File: src/rtl/spi_gpio_expander.sv
module spi_gpio_expander #(
  parameter logic [3:0] OP_PREFIX = 4'h4,
  parameter logic [7:0] LAST_REG  = 8'h0A
) (
  input  logic       clk,
  input  logic       rst_n,
  input  logic       spi_sck,
  input  logic       spi_cs_n,
  input  logic       spi_mosi,
  output logic       spi_miso,
  output logic       spi_miso_oe,
  input  logic [2:0] strap_addr,
  input  logic [7:0] pin_in,
  output logic [7:0] pin_out,
  output logic [7:0] pin_oe,
  output logic       irq
);
  localparam logic [7:0] CFG_MASK = 8'h6F;

  logic [2:0] sck_p, cs_p, mosi_p;
  logic [7:0] pin_m, pin_s, port_prev;
  logic [2:0] bit_cnt;
  logic [6:0] rx;
  logic [1:0] phase;
  logic       hit, rd;
  logic [7:0] ptr, tx;
  logic       miso_q;
  logic [7:0] dir_q, inv_q, ien_q, ref_q, csel_q, cfg_q, pull_q, flag_q, cap_q, olat_q;

  always_ff @(posedge clk or negedge rst_n)
    if (!rst_n) begin
      sck_p <= '0; cs_p <= '1; mosi_p <= '0; pin_m <= '0; pin_s <= '0;
    end else begin
      sck_p  <= {sck_p[1:0], spi_sck};
      cs_p   <= {cs_p[1:0], spi_cs_n};
      mosi_p <= {mosi_p[1:0], spi_mosi};
      pin_m  <= pin_in;
      pin_s  <= pin_m;
    end

  wire       sel       = ~cs_p[1];
  wire       sck_rise  = sck_p[1] & ~sck_p[2];
  wire       sck_fall  = ~sck_p[1] & sck_p[2];
  wire [7:0] byte_in   = {rx, mosi_p[1]};
  wire       byte_done = sel & sck_rise & (bit_cnt == 3'd7);
  wire       op_ok     = (byte_in[7:4] == OP_PREFIX) & (~cfg_q[3] | (byte_in[3:1] == strap_addr));
  wire [7:0] ptr_inc   = (ptr == LAST_REG) ? 8'h00 : ptr + 8'h01;
  wire [7:0] ptr_nxt   = (phase == 2'd1) ? byte_in : (cfg_q[5] ? ptr : ptr_inc);
  wire       data_done = byte_done & (phase == 2'd2) & hit;
  wire       wr_en     = data_done & ~rd;
  wire       clr_flag  = data_done & rd & (ptr == (cfg_q[0] ? 8'h08 : 8'h09));
  wire       load_tx   = byte_done & (phase != 2'd0) & hit & rd;
  wire [7:0] port_val  = pin_s ^ inv_q;
  wire [7:0] change    = ien_q & ((csel_q & (port_val ^ ref_q)) | (~csel_q & (port_val ^ port_prev)));

  logic [7:0] rd_data;
  always_comb
    case (ptr_nxt)
      8'h00: rd_data = dir_q;
      8'h01: rd_data = inv_q;
      8'h02: rd_data = ien_q;
      8'h03: rd_data = ref_q;
      8'h04: rd_data = csel_q;
      8'h05: rd_data = cfg_q;
      8'h06: rd_data = pull_q;
      8'h07: rd_data = flag_q;
      8'h08: rd_data = cap_q;
      8'h09: rd_data = port_val;
      8'h0A: rd_data = olat_q;
      default: rd_data = 8'h00;
    endcase

  always_ff @(posedge clk or negedge rst_n)
    if (!rst_n) begin
      bit_cnt <= '0; rx <= '0; phase <= '0; hit <= 1'b0; rd <= 1'b0;
      ptr <= '0; tx <= '0; miso_q <= 1'b0;
    end else if (!sel) begin
      bit_cnt <= '0; phase <= '0; hit <= 1'b0; rd <= 1'b0;
    end else if (sck_rise) begin
      rx      <= byte_in[6:0];
      bit_cnt <= bit_cnt + 3'd1;
      if (bit_cnt == 3'd7) begin
        if (phase == 2'd0) begin
          hit   <= op_ok;
          rd    <= byte_in[0];
          phase <= 2'd1;
        end else begin
          ptr   <= ptr_nxt;
          phase <= 2'd2;
        end
        if (load_tx) tx <= rd_data;
      end
    end else if (sck_fall) begin
      miso_q <= tx[7];
      tx     <= {tx[6:0], 1'b0};
    end

  always_ff @(posedge clk or negedge rst_n)
    if (!rst_n) begin
      dir_q <= 8'hFF; inv_q <= '0; ien_q <= '0; ref_q <= '0; csel_q <= '0;
      cfg_q <= '0; pull_q <= '0; olat_q <= '0;
    end else if (wr_en) begin
      case (ptr)
        8'h00: dir_q  <= byte_in;
        8'h01: inv_q  <= byte_in;
        8'h02: ien_q  <= byte_in;
        8'h03: ref_q  <= byte_in;
        8'h04: csel_q <= byte_in;
        8'h05: cfg_q  <= byte_in & CFG_MASK;
        8'h06: pull_q <= byte_in;
        8'h09, 8'h0A: olat_q <= byte_in;
        default: ;
      endcase
    end

  always_ff @(posedge clk or negedge rst_n)
    if (!rst_n) begin
      flag_q <= '0; cap_q <= '0; port_prev <= '0;
    end else begin
      port_prev <= port_val;
      if (clr_flag) flag_q <= '0;
      else if (flag_q == 8'h00 && change != 8'h00) begin
        flag_q <= change;
        cap_q  <= port_val;
      end
    end

  assign spi_miso    = miso_q;
  assign spi_miso_oe = sel & hit & rd & (phase == 2'd2);
  assign pin_out     = olat_q;
  assign pin_oe      = ~dir_q;
  assign irq         = cfg_q[1] ? |flag_q : ~|flag_q;

  p_release_clears_r8: assert property (@(posedge clk) disable iff (!rst_n)
    $rose(cs_p[1]) |=> (phase == 2'd0 && bit_cnt == 3'd0 && !spi_miso_oe));

  p_oe_only_read_r9: assert property (@(posedge clk) disable iff (!rst_n)
    spi_miso_oe |-> (rd && hit && !cs_p[1]));

  p_pointer_wrap_r4: assert property (@(posedge clk) disable iff (!rst_n)
    (data_done && ptr == LAST_REG && !cfg_q[5]) |=> (ptr == 8'h00));

  p_ignored_target_r7: assert property (@(posedge clk) disable iff (!rst_n)
    (wr_en && (ptr == 8'h07 || ptr == 8'h08 || ptr > LAST_REG)) |=>
      ($stable(dir_q) && $stable(olat_q) && $stable(cfg_q) && $stable(ien_q)));

  p_flag_hold_r10: assert property (@(posedge clk) disable iff (!rst_n)
    (flag_q != 8'h00 && !clr_flag) |=> $stable(flag_q) && $stable(cap_q));

  p_flag_clear_r11: assert property (@(posedge clk) disable iff (!rst_n)
    clr_flag |=> (flag_q == 8'h00));
endmodule

File: config.mk
export PLATFORM = sky130hd
export DESIGN_NAME = spi_gpio_expander
export DESIGN_NICKNAME = d
export VERILOG_FILES = /design/src/rtl/spi_gpio_expander.sv
export SDC_FILE = /design/constraint.sdc
export NUM_CORES = 1
export LEC_CHECK = 0
export BUFFER_PORTS_ARGS = -buffer_cell sky130_fd_sc_hd__buf_2
export CAP_MARGIN = 10
export CORE_MARGIN = 3
export CORE_UTILIZATION = 55
export CTS_BUF_LIST = sky130_fd_sc_hd__clkbuf_4
export CTS_CLUSTER_SIZE = 10
export DETAILED_ROUTE_END_ITERATION = 7
export GPL_TIMING_DRIVEN = 0
export PLACE_DENSITY = 0.7
export SYNTH_ARGS = -nofsm -noshare
export SYNTH_HDL_FRONTEND = slang
export SYNTH_SLANG_ARGS = --single-unit
File: constraint.sdc
create_clock -name clk -period 4.1 [get_ports clk]
set_clock_uncertainty 0.05 [all_clocks]
set_input_delay 0.205 -clock clk [delete_from_list [all_inputs] [get_ports clk]]
set_output_delay 0.205 -clock clk [all_outputs]
set_load 0.005 [all_outputs]
==> results.tsv, run 1 <==
metric	value	unit
run_status	completed	
syn_area_per_cell	11.1	µm²
cpPeakStageDelay	0.66	ns
cts.path.max_buffers	2	
final_cell_mix	dfrtp_1 (130), nand2_1 (77), mux2_2 (65)	
num-fill-cells	1004	
synth_fa_ha_area_share	1.43	%
synth_top_family_by_area	multiplexers	
post_cts_resize_count	0	
cts_root_buf	clkbuf_4	
setup_slack	0.371	ns
cts_max_level	4	
synth_compound_area_share	13.1	%
setup_viol	0	
post-route-period-util	90.9	%
synth_top_cell_area_share	46.5	%
path_common_cell	clkbuf_1	
synth-simple-area-share	13.0	%
intPower	1950	µW
combPwrFrac	8.0	%
synth_xor_area_share	3.01	%
io_pins	35	
p_leak	0.00363	µW
row_count	40	
antenna_found_initial	0	
layout.nets	722	
grt_use_total	27.1	%
routed-via-count	5407	
rsz0062_at_grt	false	
arrival	4.20	ns
pre_cts_ws	0.507	ns
crit_chain	clkbuf_1, inv_1, ha_1, nand3b_1, o21ai_0, a21oi_1, clkbuf_1, nand2_1, a211oi_1, a221oi_1, o21ai_1	
wl_per_cell	21.0	µm
worst_skew_pair.late_latency	0.59	ns
routed_wirelength	18500	µm
tightest_slew	0.946	ns
p_sw_share	26.3	%
drtIter0Drc	526	
synth_area_leaders	dfrtp_1 (47%), mux2_2 (10%), nand2_1 (4.1%)	
hold_violations	0	
ys_ff_latch	140	
ys_seq_area_share	50.3	%
cts_made_buffers	17	
detail-route-antenna-nets	0	
cp.required	4.57	ns
first_pass_iters	7	
synthMuxAreaShare	16.2	%
slew_viol_final	0	
crit_path_start_kind	register	
slowest_stage	a21oi_1	
antenna_cells	0	
synth_nets	656	
synth_ff_type	dfrtp_1	
port-buffer-count	34	
grt_max_degree	74	
yosysWarnings	0	
grt_pass1_vias	5403	
synth_edf_count	0	
relSlewSlack	36.4	%
dieArea	0.0141	mm²
syn_inst	632	
fmax	0.268	GHz
finalSetupTns	0	ns
grt-ovfl-total	0	
via_per_inst	6.15	
criticalPathCategory	reg -> reg	
cts_tree	built	
min_period	3.73	ns
drv_cap	0	
power_frac_clock	36.4	%
synth_top_area_cell	dfrtp_1	
critPathMaxFanout	10	
syn-cell-area	0.00699	mm²
hpwl	12700	µm
gp_congestion	0.935	
grt_pass1_wl	29300	µm
drive_gt1_share	25.3	%
cts_sinks	140	
die_w	119	µm
final_common_cell	dfrtp_1	
p_per_area	339	mW/mm²
end_kind	register	
path_delay_family	compound AO/OA/AOI/OAI gates	
clk_pin_slew	0.12	ns
hold_path.class	in -> reg	
core	0.0122	mm²
drt_drc_violations_left	0	
initial_utilization	57.2	%
synth-async-reset-ratio	100	%
die_height	119	µm
synth.distinct_cells	71	
peakVddDrop	0.284	mV
sequentialPowerShare	55.6	%
cp.buffers_inverters	3	
power.switching	698	µW
area_delta_synth_final	11.9	%
==> path summary, 6_finish.rpt <==
| check | startpoint | endpoint | slack [ns] | cells past startpoint |
|---|---|---|---|---|
| setup / recovery | ptr[0] | tx[6] | 0.37 | 11 |
| hold / removal | strap_addr[2] | hit | 0.11 | 4 |
| setup reg to reg | ptr[0] | tx[6] | 0.37 | 11 |
| hold reg to reg | mosi_p[0] | mosi_p[1] | 0.31 | 0 |
| max in group asynchronous | rst_n | cs_p[0] | 3.07 | 3 |
| min in group asynchronous | rst_n | ptr[2] | 0.12 | 2 |
==> synthesized netlist by cell type, types with 4 or more instances <==
library cell and count:
nand3b_1 4, a22o_1 4, mux2_4 8, a31oi_1 14, xor2_1 15, nor4_1 4, a22oi_1 11, a21o_1 5
nand2_1 77, xnor2_1 9, dfstp_2 10, o21ai_0 29, o211ai_1 5, dfrtp_1 130, or4_1 4, mux2i_1 28
o22ai_1 5, a21oi_1 21, mux2_2 65, nor2_1 39, nor3_1 5, inv_1 16, buf_2 11, clkbuf_1 18
ha_1 8, nand3_1 12
==> layer usage <==
metal	part of all wire, %	vias to the layer above	routed length [µm]	global-route usage, %
met1	43	2702	7930	36.6
met5	0	-	0	0
met2	48	234	8830	43.1
li1	-	2430	-	-
met4	2.4	0	452	10.8
met3	6.8	41	1260	5.55
==> cells by family after synthesis <==
group	Yosys count
AND/OR/NAND/NOR	180
adder cells (fa/ha/maj)	8
AO/OA/AOI/OAI	131
XOR/XNOR	24
multiplexers	101
flip-flops	140
buffers and inverters	48
==> flip-flops by register name (all words and copies together), names as in the netlist, 7 cells and up <==
name / cells
port_prev: 8
pull_q: 8
ien_q: 8
cap_q: 8
pin_s: 8
inv_q: 8
pin_out: 8
csel_q: 8
tx: 8
ptr: 8
flag_q: 8
pin_m: 8
ref_q: 8
dir_q: 8
rx: 7
==> power groups by stage <==
stage | combinational [µW] | sequential, µW | clock, µW
2_1_floorplan | 115 | 1480 | 0
3_3_place_gp | 196 | 1500 | 0
6_report | 212 | 1470 | 965
5_1_grt | 235 | 1480 | 1040
3_5_place_dp | 204 | 1500 | 0
4_1_cts | 213 | 1470 | 978
==> worst register-to-register path: stages (launching register included) <==
cell and delay, ns:
dfrtp_1 0.39, clkbuf_1 0.41, inv_1 0.14, ha_1 0.29, nand3b_1 0.33, o21ai_0 0.14
a21oi_1 0.66, clkbuf_1 0.60, nand2_1 0.14, a211oi_1 0.24, a221oi_1 0.12, o21ai_1 0.16
==> area by class of cell <==
type / instances / area, µm² / area share [%]
Sequential cell: 140 / 3520 / 44.9
Multi-Input combinational cell: 444 / 3270 / 41.7
Timing Repair Buffer: 47 / 324 / 4.14
Inverter: 16 / 60.1 / 0.768
Buffer: 32 / 149 / 1.90
Clock buffer: 21 / 158 / 2.01
Clock inverter: 11 / 143 / 1.82
Tap cell: 168 / 210 / 2.69
==> per-stage QoR <==
| stage | total power (µW) | std cells | hold slack [ns] | util [%] | cell area (µm²) |
|---|---|---|---|---|---|
| detailed placement | 1700 | 835 | 0.193 | 60.6 | 7400 |
| CTS | 2660 | 879 | 0.0872 | 64.1 | 7830 |
| global route | 2750 | 879 | 0.145 | 64.1 | 7830 |
| finish | 2650 | 879 | 0.109 | 64.1 | 7830 |
| floorplan | 1600 | 632 | -0.141 | - | 6990 |
| global placement | 1690 | 834 | 0.261 | 60.4 | 7370 |
==> what timing repair did <==
action / 4_1_cts / 5_1_grt
setup buffers: 0 / 0
endpoints found under the hold margin: 78 / 0
hold buffers: 12 / 0
setup endpoints to repair: 0 / 0
No activity file was read; power rests on OpenSTA's default activity.
==> run 2, diff against run 1 <==
--- a/config.mk
+++ b/config.mk
@@ -7,12 +7,14 @@
 export LEC_CHECK = 0
 export BUFFER_PORTS_ARGS = -buffer_cell sky130_fd_sc_hd__buf_2
 export CAP_MARGIN = 10
+export CORE_ASPECT_RATIO = 1.25
 export CORE_MARGIN = 3
 export CORE_UTILIZATION = 55
 export CTS_BUF_LIST = sky130_fd_sc_hd__clkbuf_4
 export CTS_CLUSTER_SIZE = 10
 export DETAILED_ROUTE_END_ITERATION = 7
 export GPL_TIMING_DRIVEN = 0
+export MAX_ROUTING_LAYER = met4
 export PLACE_DENSITY = 0.7
 export SYNTH_ARGS = -nofsm -noshare
 export SYNTH_HDL_FRONTEND = slang
==> run 2 against run 1 <==
  * Critical path depth is the same
  * Flip-flop and latch count is the same
  * Setup slack gained 0.0097 ns
  * Total power shrank 4.2%
  * Via count shrank 0.52%
  * Core utilization shrank 0.71 points
  * Fmax grew 0.26%
  * Final area shrank 0.61%
  * Register-to-register slack is essentially flat
  * Critical path type unchanged
  * Combinational power grew 4%
  * Largest power group unchanged
==> results.tsv, run 2 (synthesis results as in run 1) <==
metric	value	unit	change
cts_root_buf	clkbuf_4		
first_pass_iters	5		-2
cts_made_buffers	17		unchanged
post-route-period-util	90.7	%	-0.24 points
dieArea	0.0141	mm²	about the same
finalPower	2540	µW	-4.2%
row_count	45		+13%
clk_pin_slew	0.13	ns	about the same
routed_wirelength	19000	µm	+2.6%
die_height	132	µm	+11%
routed-via-count	5379		-0.52%
drt_drc_violations_left	0		unchanged
drv_cap	0		unchanged
setup_viol	0		unchanged
antenna_found_initial	1		+1
layout.nets	722		unchanged
min_period	3.72	ns	-0.00968 ns
intPower	1810	µW	-7.2%
finalSetupTns	0	ns	unchanged
num-fill-cells	1027		+2.3%
hold_violations	0		unchanged
drtIter0Drc	387		-26%
crit_chain	clkbuf_1, inv_1, ha_1, nand3b_1, o21ai_0, a21oi_1, clkbuf_1, a22oi_1, o21ai_0, a21oi_1, a21oi_1		
run_status	completed		
port-buffer-count	34		unchanged
end_kind	register		
io_pins	35		unchanged
drive_gt1_share	25.5	%	+0.14 points
cp.required	4.54	ns	-0.03 ns
wl_per_cell	21.6	µm	+3.0%
criticalPathCategory	reg -> reg		
cts_tree	built		
critPathMaxFanout	10		unchanged
cts_max_level	4		unchanged
final_cell_mix	dfrtp_1 (130), nand2_1 (77), mux2_2 (65)		
power_frac_clock	33.2	%	-3.2 points
p_sw_share	28.6	%	+2.3 points
reg2reg_from	ptr[0]		
fmax	0.269	GHz	+0.26%
power.switching	727	µW	+4.1%
final_common_cell	dfrtp_1		
slew_viol_final	0		unchanged
combPwrFrac	8.7	%	+0.7 points
die_w	107	µm	-10%
hold_path.class	in -> reg		
grt_use_total	29.0	%	+1.9 points
via_per_inst	6.14		-0.18%
slowest_stage	a21oi_1		
hpwl	13300	µm	+4.6%
gp_congestion	0.963		+2.9%
area_delta_synth_final	11.3	%	
worst_skew_pair.late_latency	0.56	ns	-0.03 ns
path_common_cell	a21oi_1		
p_per_area	326	mW/mm²	-3.6%
postCtsSetupRepairBufs	0		unchanged
p_leak	0.00361	µW	-0.53%
peakVddDrop	0.270	mV	-5.2%
grt_max_degree	74		unchanged
grt-ovfl-total	0		unchanged
initial_utilization	57.0	%	-0.29 points
cpPeakStageDelay	0.63	ns	-0.03 ns
detail-route-antenna-nets	0		unchanged
arrival	4.16	ns	-0.04 ns
sequentialPowerShare	58.2	%	+2.6 points
grt_pass1_vias	5421		+0.33%
crit_path_start_kind	register		
grt_pass1_wl	30100	µm	+2.7%
cts_sinks	140		unchanged
post_cts_resize_count	0		unchanged
rsz0062_at_grt	false		
relSlewSlack	24.7	%	-12 points
crit_path_start	ptr[0]		
core	0.0123	mm²	+0.51%
hold_path_startpoint	strap_addr[2]		
whs	0.118	ns	+0.00964 ns
cts.path.max_buffers	2		unchanged
tightest_slew	1.12	ns	+0.174 ns
[run 2: cell count changes in the layout (fill, tap and decap cells not counted)]
cell and delta:
clkbuf_4 -3, clkinv_2 +3, bufinv_16 -2, clkinv_4 +2, clkinv_1 -1, diode_2 +1
inv_6 +1
[run 2: metal layers]
metal / part of all wire [%] / vias up / GRT usage, %
li1: - / 2426 / -
met1: 41 / 2689 / 36.0
met2: 49 / 213 / 46.4
met3: 5.4 / 51 / 5.14
met5: 0 / - / -
met4: 4.5 / 0 / 13.1
[run 2: power groups by stage]
stage                     clock network, µW  registers [µW]  logic (µW)
after floorplan                           0            1480         115
after global placement                    0            1500         200
after detailed placement                  0            1500         211
after CTS                               861            1470         221
after global routing                    914            1480         243
final                                   842            1480         220
[run 2: path summary, 6_finish.rpt]
check / depth (start not counted) / endpoint / slack [ns]
min in group asynchronous: 2 / bit_cnt[0] / 0.19
setup / recovery: 11 / tx[4] / 0.38
max in group asynchronous: 3 / dir_q[6] / 2.99
setup reg to reg: 11 / tx[4] / 0.38
hold reg to reg: 0 / pin_s[0] / 0.31
hold / removal: 4 / hit / 0.12
[run 2: cell type report]
cell class                      instances  area, µm²  share of cell area [%]
Timing Repair Buffer                   47        324                    4.17
Tap cell                              164        205                    2.64
Multi-Input combinational cell        444       3270                    42.0
Clock buffer                           18        135                    1.74
Sequential cell                       140       3520                    45.2
Inverter                               16       60.1                   0.772
Clock inverter                         14        120                    1.54
Buffer                                 32        149                    1.91
Antenna cell                            1       2.50                  0.0322
[run 2: repair_timing]
item                                    4_1_cts  5_1_grt
hold endpoints to repair                     80        0
hold buffers                                 12        0
endpoints found under the setup margin        0        0
[run 2: stage by stage]
| step | std cells | instance area [µm²] | setup slack, ns | utilization, % |
|---|---|---|---|---|
| after floorplan | 632 | 6990 | 1.23 | - |
| after global placement | 830 | 7370 | 0.496 | 60.0 |
| after detailed placement | 831 | 7400 | 0.480 | 60.3 |
| after CTS | 875 | 7770 | 0.448 | 63.3 |
| after global routing | 876 | 7780 | 0.158 | 63.4 |
| final | 876 | 7780 | 0.381 | 63.4 |
[run 2: worst max-delay path, delay by kind of cell, from the launching register on]
family                     cells  cell delay (ns)
adders and majority gates      1             0.31
buffers and inverters          3             1.16
DFF                            1             0.40
and+or+nand+nor                1             0.32
AOI/OAI and AO/OA              6             1.41
